==> src/rtl/irq_mask_pkg.sv <==
package irq_mask_pkg;
  localparam int IRQ_W   = 16;
  localparam int ADDR_W  = 12;
  localparam int DATA_W  = 32;
  localparam int DMA_BIT = 3;
  localparam logic [ADDR_W-1:0] OFS_STATUS = 12'h070;
  localparam logic [ADDR_W-1:0] OFS_MASK   = 12'h074;

  typedef enum logic [1:0] {
    SEL_NONE   = 2'd0,
    SEL_STATUS = 2'd1,
    SEL_MASK   = 2'd2
  } reg_sel_e;
endpackage

==> src/rtl/irq_bus_decode.sv <==
module irq_bus_decode
  import irq_mask_pkg::*;
#(
  parameter int AW = ADDR_W,
  parameter int DW = DATA_W,
  parameter int IW = IRQ_W,
  parameter logic [AW-1:0] STAT_OFS = OFS_STATUS,
  parameter logic [AW-1:0] MASK_OFS = OFS_MASK
) (
  input  logic          clk,
  input  logic          rst,
  input  logic          req_valid,
  input  logic          req_write,
  input  logic [AW-1:0] req_addr,
  input  logic [DW-1:0] req_wdata,
  input  logic [IW-1:0] cur_status,
  input  logic [IW-1:0] cur_mask,
  output logic          ack_wr,
  output logic          mask_wr,
  output logic [IW-1:0] wr_word,
  output logic [DW-1:0] rd_data,
  output logic          rd_valid
);
  localparam int PAD_W = DW - IW;

  reg_sel_e sel;
  logic     rd_req;

  always_comb begin
    if (req_addr == STAT_OFS)      sel = SEL_STATUS;
    else if (req_addr == MASK_OFS) sel = SEL_MASK;
    else                           sel = SEL_NONE;
  end

  assign rd_req  = req_valid && !req_write;
  assign ack_wr  = req_valid && req_write && (sel == SEL_STATUS);
  assign mask_wr = req_valid && req_write && (sel == SEL_MASK);
  assign wr_word = req_wdata[IW-1:0];

  always_ff @(posedge clk) begin
    if (rst) begin
      rd_data  <= '0;
      rd_valid <= 1'b0;
    end else begin
      rd_valid <= rd_req;
      if (rd_req) begin
        case (sel)
          SEL_STATUS: rd_data <= {{PAD_W{1'b0}}, cur_status};
          SEL_MASK:   rd_data <= {{PAD_W{1'b0}}, cur_mask};
          default:    rd_data <= '0;
        endcase
      end else begin
        rd_data <= '0;
      end
    end
  end
endmodule

==> src/rtl/irq_status_bits.sv <==
module irq_status_bits #(
  parameter int IW = 16
) (
  input  logic          clk,
  input  logic          rst,
  input  logic [IW-1:0] set_vec,
  input  logic          ack_wr,
  input  logic [IW-1:0] ack_word,
  output logic [IW-1:0] status
);
  for (genvar b = 0; b < IW; b++) begin : g_bit
    logic keep;
    assign keep = !ack_wr || ack_word[b];
    always_ff @(posedge clk) begin
      if (rst) status[b] <= 1'b0;
      else     status[b] <= set_vec[b] | (status[b] & keep);
    end
  end
endmodule

==> src/rtl/irq_pend_eval.sv <==
module irq_pend_eval #(
  parameter int IW = 16
) (
  input  logic          clk,
  input  logic          rst,
  input  logic          mask_wr,
  input  logic [IW-1:0] mask_word,
  input  logic [IW-1:0] status,
  output logic [IW-1:0] mask,
  output logic          pend,
  output logic          strobe
);
  logic mask_wr_q;
  logic hit;

  assign hit = |(status & mask);

  always_ff @(posedge clk) begin
    if (rst) begin
      mask      <= '0;
      mask_wr_q <= 1'b0;
      pend      <= 1'b0;
      strobe    <= 1'b0;
    end else begin
      if (mask_wr) mask <= mask_word;
      mask_wr_q <= mask_wr;
      pend      <= hit;
      strobe    <= mask_wr_q && hit;
    end
  end
endmodule

==> src/rtl/irq_mask_ctl.sv <==
module irq_mask_ctl
  import irq_mask_pkg::*;
#(
  parameter int IW = IRQ_W,
  parameter int AW = ADDR_W,
  parameter int DW = DATA_W,
  parameter int DMA_IDX = DMA_BIT
) (
  input  logic          clk,
  input  logic          rst,
  input  logic          bus_valid,
  input  logic          bus_write,
  input  logic [AW-1:0] bus_addr,
  input  logic [DW-1:0] bus_wdata,
  output logic [DW-1:0] bus_rdata,
  output logic          bus_rvalid,
  input  logic [IW-1:0] irq_set,
  input  logic          dma_irq,
  output logic          cpu_irq,
  output logic          recheck
);
  logic [IW-1:0] status_q;
  logic [IW-1:0] mask_q;
  logic [IW-1:0] set_all;
  logic [IW-1:0] wr_word;
  logic          ack_wr;
  logic          mask_wr;

  assign set_all = irq_set | (IW'(dma_irq) << DMA_IDX);

  irq_bus_decode #(.AW(AW), .DW(DW), .IW(IW)) u_dec (
    .clk(clk), .rst(rst),
    .req_valid(bus_valid), .req_write(bus_write),
    .req_addr(bus_addr), .req_wdata(bus_wdata),
    .cur_status(status_q), .cur_mask(mask_q),
    .ack_wr(ack_wr), .mask_wr(mask_wr), .wr_word(wr_word),
    .rd_data(bus_rdata), .rd_valid(bus_rvalid)
  );

  irq_status_bits #(.IW(IW)) u_stat (
    .clk(clk), .rst(rst), .set_vec(set_all),
    .ack_wr(ack_wr), .ack_word(wr_word), .status(status_q)
  );

  irq_pend_eval #(.IW(IW)) u_pend (
    .clk(clk), .rst(rst), .mask_wr(mask_wr), .mask_word(wr_word),
    .status(status_q), .mask(mask_q), .pend(cpu_irq), .strobe(recheck)
  );
endmodule

==> config.mk <==
export PLATFORM = sky130hd
export DESIGN_NAME = irq_mask_ctl
export DESIGN_NICKNAME = d
export VERILOG_FILES = /design/src/rtl/irq_mask_pkg.sv /design/src/rtl/irq_bus_decode.sv /design/src/rtl/irq_status_bits.sv /design/src/rtl/irq_pend_eval.sv /design/src/rtl/irq_mask_ctl.sv
export SDC_FILE = /design/constraint.sdc
export NUM_CORES = 1
export LEC_CHECK = 0
export ABC_AREA = 1
export CORE_UTILIZATION = 46
export DETAILED_ROUTE_END_ITERATION = 6
export PLACE_DENSITY = 0.85
export SLEW_MARGIN = 40
export SYNTH_ARGS = -nofsm -noshare
export SYNTH_HDL_FRONTEND = slang
export SYNTH_SLANG_ARGS = --single-unit
export TNS_END_PERCENT = 5
==> constraint.sdc <==
create_clock -name clk -period 2.3 [get_ports clk]
set_input_delay 0.23 -clock clk [delete_from_list [all_inputs] [get_ports clk]]
set_output_delay 0.23 -clock clk [all_outputs]
set_load 0.005 [all_outputs]
### Word-level counts from Yosys, hierarchy flattened

Cells that the tools add are included.

* register bits: 68
* input bits: 65
* output and inout port bits: 35
* logic and storage cells: 89

* equality and inequality tests: 4
* muxes and demuxes: 3
* bitwise logic cells: 35
* reductions and logical operators: 25

Operator list (count)
* $pmux 16 s2: 1
* $eq 12x7->1 const B: 2
* $and 1x1->1: 16
* $and 16x16->16: 1
* $logic_or 1x1->1: 16
* $or 1x1->1: 16
* $or 16x4->16: 1
* $reduce_or 16->1: 1
* $logic_and 1x1->1: 5
* $mux 2: 2
* $eq 2x1->1 const B: 1
* $eq 2x2->1 const B: 1
* $logic_not 1->1: 2
* $reduce_or 2->1: 1
* $not 1->1: 1

### Longest topological paths before layout

Gate-level depths: netlist of run 1.

* depth after elaboration: 9
* depth in mapped cells: 9
* mapped depth without buffers: 8

### Hierarchy

A second synthesis of run 1 with hierarchy kept.

* cell total of the unflattened synthesis: 338
* area, all modules: 2675.1 µm²

Modules (own cells, without submodules)
* irq_bus_decode: times used 1, cells each 127, area each 1047.3 µm², seq. area each 340.3 µm²
* irq_pend_eval: times used 1, cells each 108, area each 844.6 µm², seq. area each 380.4 µm²
* irq_status_bits: times used 1, cells each 100, area each 772.0 µm², seq. area each 320.3 µm²
* irq_mask_ctl: times used 1, cells each 3, area each 11.3 µm², seq. area each 0.0 µm²

### Worst setup path after synthesis of run 1

Ideal clock, no wire load.

* path kind: input-to-reg
* start point: in bus_addr[0]
* end point: reg u_pend.mask[0]
* library setup time: 0.113 ns
* arrival: 1.125 ns
* required time: 2.187 ns
* setup slack: 1.062 ns
* stages on the path: 7
* path buffers: 1
* cells stage by stage: inv_1 > nand2_2 > nor3_4 > nand3_2 > buf_6 > nor2_1 > nor2_1

* longest elaborated chain between the ends: 5
* elaborated cells between the ends (all ways): 6
* those cells by class: 3 x eq/ne; 2 x mux; 1 x reduce/logical

Ends and longest elaborated chain
* start, declared: RTL line irq_mask_ctl.sv:13 `input logic [AW-1:0] bus_addr,`
* $eq 12x7->1: RTL line irq_bus_decode.sv:31 `else if (req_addr == MASK_OFS) sel = SEL_MASK;`
* $mux 2: RTL line irq_bus_decode.sv:31
* $mux 2 *: RTL line irq_bus_decode.sv:30 `if (req_addr == STAT_OFS) sel = SEL_STATUS;`
* $eq 2x2->1 *: RTL line irq_bus_decode.sv:37 `assign mask_wr = req_valid && req_write && (sel == SEL_MASK);`
* $logic_and 1x1->1 *: RTL line irq_bus_decode.sv:37
* end signal, assigned: RTL line irq_pend_eval.sv:25 `if (mask_wr) mask <= mask_word;`
* end, declared: RTL line irq_pend_eval.sv:9 `output logic [IW-1:0] mask,`

Every way passes the cells marked *; elsewhere a longest branch is shown, timed or not.
A chain may end at the register's enable or synchronous reset.

### Worst setup path after layout of run 1

* start point: in bus_addr[2]
* end point: reg u_pend.mask[4]

Same word-level chain as after synthesis.

==> results.md, run 1 <==
* Main combinational cell family by area after synthesis: simple AND/OR/NAND/NOR gates
* Status: finished clean
* CP Launch Type: primary input
* Post-CTS setup buffers at 0
* Share of layout cells above drive strength 1 at 5.52%
* Critical-path maximum fanout at 17
* Initial antenna violation count at 0
* Slew headroom at between 60% and 70%
* Global route overflow at 0
* Max IR drop VDD at 337 uV
* Crit-path most repeated cell: nor2_1
* Global Route Usage Sum at 22.2%
* Mapped Area at 2420 sq um
* Lkg Pwr at between 1 and 1.5 nW
* # hold bufs at CTS at 0
* CTS clk-pin slew, worst paths at 0.09 ns
* Clk Latency, worst-skew pair at around 0.31 ns
* HP Class: reg2reg
* Syn Area/Cell at 6.91 sq um
* Crit share post-route at between 70% and 80%
* Drt total wl at 5.74 mm
* Final Cell Area at roughly 3200 sq um
* Setup CP Type: in2reg
* # DRC at 0
* Final Max Tran Viols at 0
* Maxcap violations at 0
* Simple-gate share of the synthesized area at 32.9%
* Register area at about 1000 sq um
* GPL Wtd Cong at about 0.79
* Post-synthesis adder-cell area fraction at 0%
* # resized after CTS at 0
* Worst-path cell chain: clkdlybuf4s50_1, inv_1, nor3_4, nand3_2, nor2_1, nor2_1
* Largest net degree at the start of global routing at 33
* Top-Level Pins at 100
* CTS buffer count at 5
* # rows at 26
* Final #Nets at 481
* First-pass GRT wire length at 9.40 mm
* Post-synthesis register bit count at 52
* Unrepaired setup endpoints after global routing: no
* Area grow syn2layout at 31.8%
* Initial DRC count at 229
* Register area share after synthesis at 43.0%
* CP max stage cell: clkdlybuf4s50_1
* Final std cells w/o fill at 487
* Vias in the first global route at 2290
* Die Wd at approximately 75 um
* Die area at 5550 sq um
* Setup crit end kind: flip-flop
* Skew final at 0.00567 ns
* FMAX at just over 0.6 GHz
* Final HPWL DP at 4.12 mm
* Final ANT Viol Nets at 0
* Worst path required time at around 2.5 ns
* Complex-gate fraction of the synthesized area at under 10%
* CTS tree: done
* TNS Setup at 0 ns
* Hold Vio Cnt, Final at 0
* Die height at ~75 um
* Diode count at 0
* Via Count at 2348
* 1st-pass router iterations at 4
* Multiplexer area fraction after synthesis at 0%
* Synth cell types at 20
* Core Area at 5070 sq um
* Synth warn at 0
* CP arrival at approximately 1.8 ns
* Syn Inst Count at 350
* Buffer depth of the longest clock path at 2
* Clock sinks at 52
* Endpoints failing setup at 0
* Via density at roughly 4.8
* Hold slack at 0.428 ns
* Fillers at 484
* Starting Density at 47.7%
* Inst Count DP at roughly 480
* Routed wire length per instance at 11.8 um
* Post-placement cell area at 3090 sq um
* Commonest non-fill, non-tap cell in the layout: nand2_1
* PD cells at 515 nW/um^2
* Most frequent cells in the layout: 76 x nand2_1, 67 x clkdlybuf4s50_1, 57 x inv_1, 52 x dfxtp_1, 40 x nor2_1
* IO buf count at 67
* Crit path largest cell delay at 0.47 ns
* Xor/xnor share of the synthesized area at 0%
* Clock root cell: clkbuf_8
* Worst slew pin tran at 0.516 ns
* H-tree Lvls at 2
* Footprint of the multi-input gates at 1020 sq um
* Minimum clock period at 1.63 ns
cell type report:
type                    count  area share [%]
inverters                  58            6.83
multi-input cells         224            31.9
clock buffers               6            2.59
well taps                  70            2.75
clock inverters             2           0.314
repair buffers             75            22.9
flip-flops and latches     52            32.7
per-stage QoR:
stage	util, %	power, mW	worst slack [ns]
2_1_floorplan	-	1.04	1.06
3_3_place_gp	61.0	1.12	0.420
3_5_place_dp	61.0	1.13	0.366
4_1_cts	62.8	1.65	0.653
5_1_grt	62.8	1.70	0.469
6_report	62.8	1.64	0.667
routing by layer:
metal | track usage, % | vias up | routed length, um
li1 | - | 1188 | -
met1 | 24.0 | 1041 | 2360
met2 | 40.3 | 107 | 2860
met3 | 4.47 | 12 | 400
met4 | 11.9 | 0 | 119
met5 | 0 | - | 0
cells in the mapped netlist (all sizes together):
cell type,count,area [sq um]
a21oi,32,160
buf,26,183
clkbuf,5,18.8
clkinv,1,3.75
conb,1,3.75
dfxtp,52,1040
inv,57,214
nand2,77,292
nand3,34,188
nand4,18,113
nor2,43,171
nor3,4,31.3
worst paths after layout:
| kind | start | endpoint | slack [ns] | cells after the start |
|---|---|---|---|---|
| hold / removal | u_pend.mask_wr_q | u_pend.strobe | 0.43 | 2 |
| setup reg to reg | u_stat.status[8] | u_pend.strobe | 1.20 | 6 |
| hold reg to reg | u_pend.mask_wr_q | u_pend.strobe | 0.43 | 2 |
| setup / recovery | bus_addr[2] | u_pend.mask[4] | 0.67 | 6 |
logic make-up (layout without fill, tap and decap cells):
logic type      count (synthesis)  after routing
other cells                     1             16
buf+inv                        89            141
simple gates                  176            176
flops                          52             52
compound gates                 32             32
state kept, by name (all words and copies together), names as in the netlist:
name	flops
u_dec.rd_data	16
u_dec.rd_valid	1
u_pend.mask	16
u_pend.mask_wr_q	1
u_pend.pend	1
u_pend.strobe	1
u_stat.status	16
power by group:
part,internal [mW],switching (mW)
sequential,0.920,0.0180
combinational,0.0944,0.0759
clock,0.241,0.293
critical path, delay by kind of cell:
kind / cells / cell delay, ns
buffers and inverters: 2 / 0.55
AND/OR/NAND/NOR: 4 / 1.07
Power figures use the tool's default switching activity.
==> inputs of run 2 (changes only) <==
- CORE_UTILIZATION: 46 -> 43
- PLACE_DENSITY: 0.85 -> 0.8
- clock period: 2.3 -> 1.7 ns (I/O delays scaled with it)
==> results.md, run 2 (synthesis results as in run 1) <==
* Status: finished clean
* Die area at 5930 sq um
* Buffer depth of the longest clock path at 2
* Initial DRC count at 160
* H-tree Lvls at 2
* Top-Level Pins at 100
* Initial antenna violation count at 0
* First-pass GRT wire length at 9.61 mm
* Share of layout cells above drive strength 1 at 6.19%
* Clock root cell: clkbuf_8
* Setup CP Type: in2reg
* CP arrival at 1.65 ns
* CTS clk-pin slew, worst paths at 0.09 ns
* Endpoints failing setup at 0
* Worst path required time at ~1.9 ns
* CP Launch Type: primary input
* Final ANT Viol Nets at 0
* Vias in the first global route at 2244
* Global Route Usage Sum at between 20% and 30%
* Starting Density at between 40% and 50%
* CTS tree: done
* Area grow syn2layout at 34.9%
* Skew final at 0.00718 ns
* IO buf count at 67
* Global route overflow at 0
* Unrepaired setup endpoints after global routing: no
* Final HPWL DP at between 3 and 4 mm
* Via density at 4.67
* Placement Setup Slack at -0.0391 ns
* Core Area at 5270 sq um
* Minimum clock period at about 1.4 ns
* Hold Startpoint: irq_set[15]
* Max IR drop VDD at 431 uV
* Final #Nets at 484
* Routed wire length per instance at ~12 um
* RR Startpoint: u_stat.status[8]
* Fillers at a little under 500
* Crit path to: u_pend.mask[5]
* # hold bufs at CTS at 0
* Clock sinks at 52
* HP Class: in2reg
* Drt total wl at 5.67 mm
* Lkg Pwr at 1.48 nW
* Largest net degree at the start of global routing at 33
* Via Count at about 2.3k
* CTS buffer count at 5
* FMAX at 0.712 GHz
* Commonest non-fill, non-tap cell in the layout: nand2_1
* Most frequent cells in the layout: 76 x nand2_1, 67 x clkdlybuf4s50_1, 57 x inv_1, 52 x dfxtp_1, 40 x nor2_1
* Clk Latency, worst-skew pair at roughly 0.31 ns
* # DRC at 0
* Critical-path maximum fanout at 16
* Crit share post-route at 82.6%
* Die height at 77.0 um
* Maxcap violations at 0
* # rows at 26
* Worst slew pin tran at 0.527 ns
* Leading registers by flop count: u_dec.rd_data x16, u_pend.mask x16, u_stat.status x16
* Reg2reg path depth at 6
* PD cells at 690 nW/um^2
* GPL Wtd Cong at ~0.83
* FF-to-FF setup slack at 0.59 ns
* Slew headroom at 64.8%
* # resized after CTS at 0
* Power, Total at ~2.3 mW
* Setup crit end kind: flip-flop
* Diode count at 0
* Hold Vio Cnt, Final at 0
* 1st-pass router iterations at 4
* Final Max Tran Viols at 0
* Final core occ at between 60% and 70%
* Die Wd at 77.0 um
* Reg-to-reg endpoint: u_pend.strobe
* Final setup margin at 0.295 ns
* Post-CTS setup buffers at 0
* Critical path origin: bus_addr[6]
==> run 2: cell type report <==
class / instances / area, sq um / share of cell area (%)
clock buffer: 6 / 82.6 / 2.53
tap: 70 / 87.6 / 2.68
sequential: 52 / 1040 / 31.9
clock inverter: 2 / 13.8 / 0.422
multi-input combinational: 224 / 1020 / 31.2
inverter: 58 / 218 / 6.67
timing repair buffer: 78 / 803 / 24.6
==> run 2: power by group <==
part | switching (mW) | leakage (nW) | internal [mW] | total, mW
sequential | 0.0235 | 0.424 | 1.25 | 1.27
clock | 0.412 | 0.0516 | 0.334 | 0.746
combinational | 0.104 | 0.999 | 0.133 | 0.237
total | 0.540 | 1.48 | 1.71 | 2.25
==> run 2: critical path, cell delays in order <==
cell             delay [ns]
clkdlybuf4s50_1        0.45
inv_1                  0.04
nor2_1                 0.11
nand2_1                0.10
nor2_4                 0.26
nand3_4                0.24
nand2_1                0.11
nand2_1                0.05
nor2_1                 0.11
==> run 2: metrics by stage <==
stage	instances	instance area [sq um]	hold WS (ns)	TNS, ns
after global routing	490	3260	0.395	0
after detailed placement	482	3170	0.423	-0.0718
final	490	3260	0.398	0
after global placement	482	3170	0.415	0
after CTS	490	3260	0.393	0
after floorplan	365	2470	0.257	0
==> run 2: worst min-delay path by stage <==
stage | end | slack [ns] | depth (start not counted)
6_report | u_stat.status[15] | 0.40 | 3
5_1_grt | u_stat.status[9] | 0.40 | 3
4_1_cts | u_stat.status[15] | 0.39 | 3
3_5_place_dp | u_pend.strobe | 0.42 | 2
3_3_place_gp | u_pend.strobe | 0.41 | 2
2_1_floorplan | u_dec.rd_valid | 0.26 | 1
==> run 2: per-layer routing <==
metal / routed length [um] / global-route usage [%]
met5: 0 / 0
met4: 95 / 8.68
met3: 304 / 4.76
met2: 2790 / 36.5
met1: 2480 / 22.6
==> inputs of run 3 (changes only) <==
- CORE_UTILIZATION: 43 -> 39
- PLACE_DENSITY: 0.8 -> 0.77
- clock period: 1.7 -> 1.2 ns (I/O delays scaled with it)
==> results.md, run 3 (synthesis results as in run 1) <==
* Top-Level Pins at 100
* Initial antenna violation count at 0
* Setup CP Type: in2reg
* Inst Count DP at 493
* Die height at just over 80 um
* Via density at 4.79
* Diode count at 0
* Post-placement cell area at 3230 sq um
* Lkg Pwr at between 1.5 and 2 nW
* WL met3 at 388 um
* Drt total wl at roughly 6.2 mm
* Met2 wire length at 3.15 mm
* Setup crit end kind: flip-flop
* H-tree Lvls at 2
* Largest net degree at the start of global routing at 33
* IO buf count at 67
* Clock root cell: clkbuf_8
* Status: finished clean
* Share of layout cells above drive strength 1 at 13.2%
* # hold bufs at CTS at 0
* CTS tree: done
* Final Max Tran Viols at 0
* Highest routed metal layer: met4
* Via Count at roughly 2.4k
* Starting Density at between 40% and 50%
* Power, Total at between 3 and 4 mW
* # rows at 28
* CP arrival at about 1.4 ns
* Final ANT Viol Nets at 0
* GPL Wtd Cong at 0.841
* Die area at 6520 sq um
* Final #Nets at 495
* Final std cells w/o fill at slightly above 500
* Maxcap violations at 0
* Global route overflow at 0
* Buffer depth of the longest clock path at 2
* Vias in the first global route at approximately 2.2k
* Leading registers by flop count: u_dec.rd_data x16, u_pend.mask x16, u_stat.status x16
* Worst path required time at 1.41 ns
* Routed wire length per instance at ~12 um
* CP Launch Type: primary input
* Crit share post-route at 98.7%
* # DRC at 0
* Routed metal-1 wirelength at 2.62 mm
* Minimum clock period at 1.18 ns
* 1st-pass router iterations at 4
* Initial DRC count at 116
* FMAX at 0.844 GHz
* Hold Vio Cnt, Final at 0
* First-pass GRT wire length at between 9 and 10 mm
* CTS clk-pin slew, worst paths at roughly 0.10 ns
* HP Class: in2reg
* Clk Latency, worst-skew pair at roughly 0.31 ns
* PD cells at 987 nW/um^2
* Skew final at 0.0133 ns
* Final Cell Area at 3480 sq um
* CTS buffer count at 5
* Die Wd at 80.8 um
* Endpoints failing setup at 0
* Final HPWL DP at 4.31 mm
* Clock sinks at 52
* Area grow syn2layout at 43.8%
* Core Area at 5960 sq um
* Commonest non-fill, non-tap cell in the layout: nand2_1
* Most frequent cells in the layout: 71 x nand2_1, 54 x inv_1, 49 x dfxtp_1, 37 x clkdlybuf4s50_1, 33 x nor2_1
* Critical-path maximum fanout at 8
* Max IR drop VDD at 602 uV
* Global Route Usage Sum at around a fifth
## run 3: cell count changes in the layout (fill, tap and decap cells not counted), moves of 6 or more
cell / previous run / this run
dlymetal6s2s_1: 0 / 11
nor2_1: 40 / 33
nor2_2: 2 / 8
clkdlybuf4s50_1: 67 / 37
dlygate4sd2_1: 0 / 19
## run 3: critical path: stages
cell             delay (ns)
clkdlybuf4s50_1        0.47
inv_2                  0.05
nor3_4                 0.17
buf_4                  0.16
nand3_4                0.10
clkbuf_16              0.19
nor2_1                 0.09
nor2_1                 0.05
## run 3: cell type report
cell class | instances | area, sq um
sequential | 52 | 1040
inverter | 58 | 221
clock inverter | 2 | 38.8
tap | 75 | 93.8
clock buffer | 6 | 82.6
timing repair buffer | 88 | 916
fill | 561 | 2480
multi-input combinational | 225 | 1080
## run 3: timing repair
item | in CTS | in global routing
pin swaps | 0 | 13
gates resized for setup | 24 | 34
gates cloned | 0 | 3
setup buffers | 0 | 3
endpoints found under the setup margin | 45 | 48
## run 3: where the power goes
group          internal [mW]  leakage (nW)  switching, mW  total [mW]
Combinational          0.201          1.25          0.164       0.365
Sequential              1.76         0.426         0.0342        1.80
Clock                  0.682        0.0614          0.586        1.27
Total                   2.65          1.74          0.784        3.43
## run 3: layer usage
layer | global-route usage, % | up-vias
li1 | - | 1220
met1 | 22.6 | 1101
met5 | 0 | -
met4 | 7.50 | 0
met2 | 32.3 | 86
met3 | 4.38 | 15
## run 3: stage by stage
| step | hold slack [ns] | setup slack, ns | utilization, % | setup TNS [ns] |
|---|---|---|---|---|
| 6_report | 0.343 | 0.0157 | 58.4 | 0 |
| 5_1_grt | 0.358 | -0.0304 | 58.4 | -0.208 |
| 4_1_cts | 0.345 | -0.0605 | 56.1 | -0.616 |
| 3_5_place_dp | 0.430 | -0.399 | 54.2 | -16.10 |
| 3_3_place_gp | 0.417 | -0.338 | 54.2 | -14.23 |
| 2_1_floorplan | 0.207 | 0.0721 | - | 0 |
## run 3: path summary, 6_finish.rpt
kind	endpoint	slack, ns	start	depth (start not counted)
max	u_pend.mask[15]	0.02	bus_addr[2]	8
max reg2reg	u_pend.strobe	0.10	u_stat.status[15]	6
min	u_dec.rd_data[4]	0.34	bus_addr[3]	5
min reg2reg	u_pend.strobe	0.45	u_pend.mask_wr_q	2
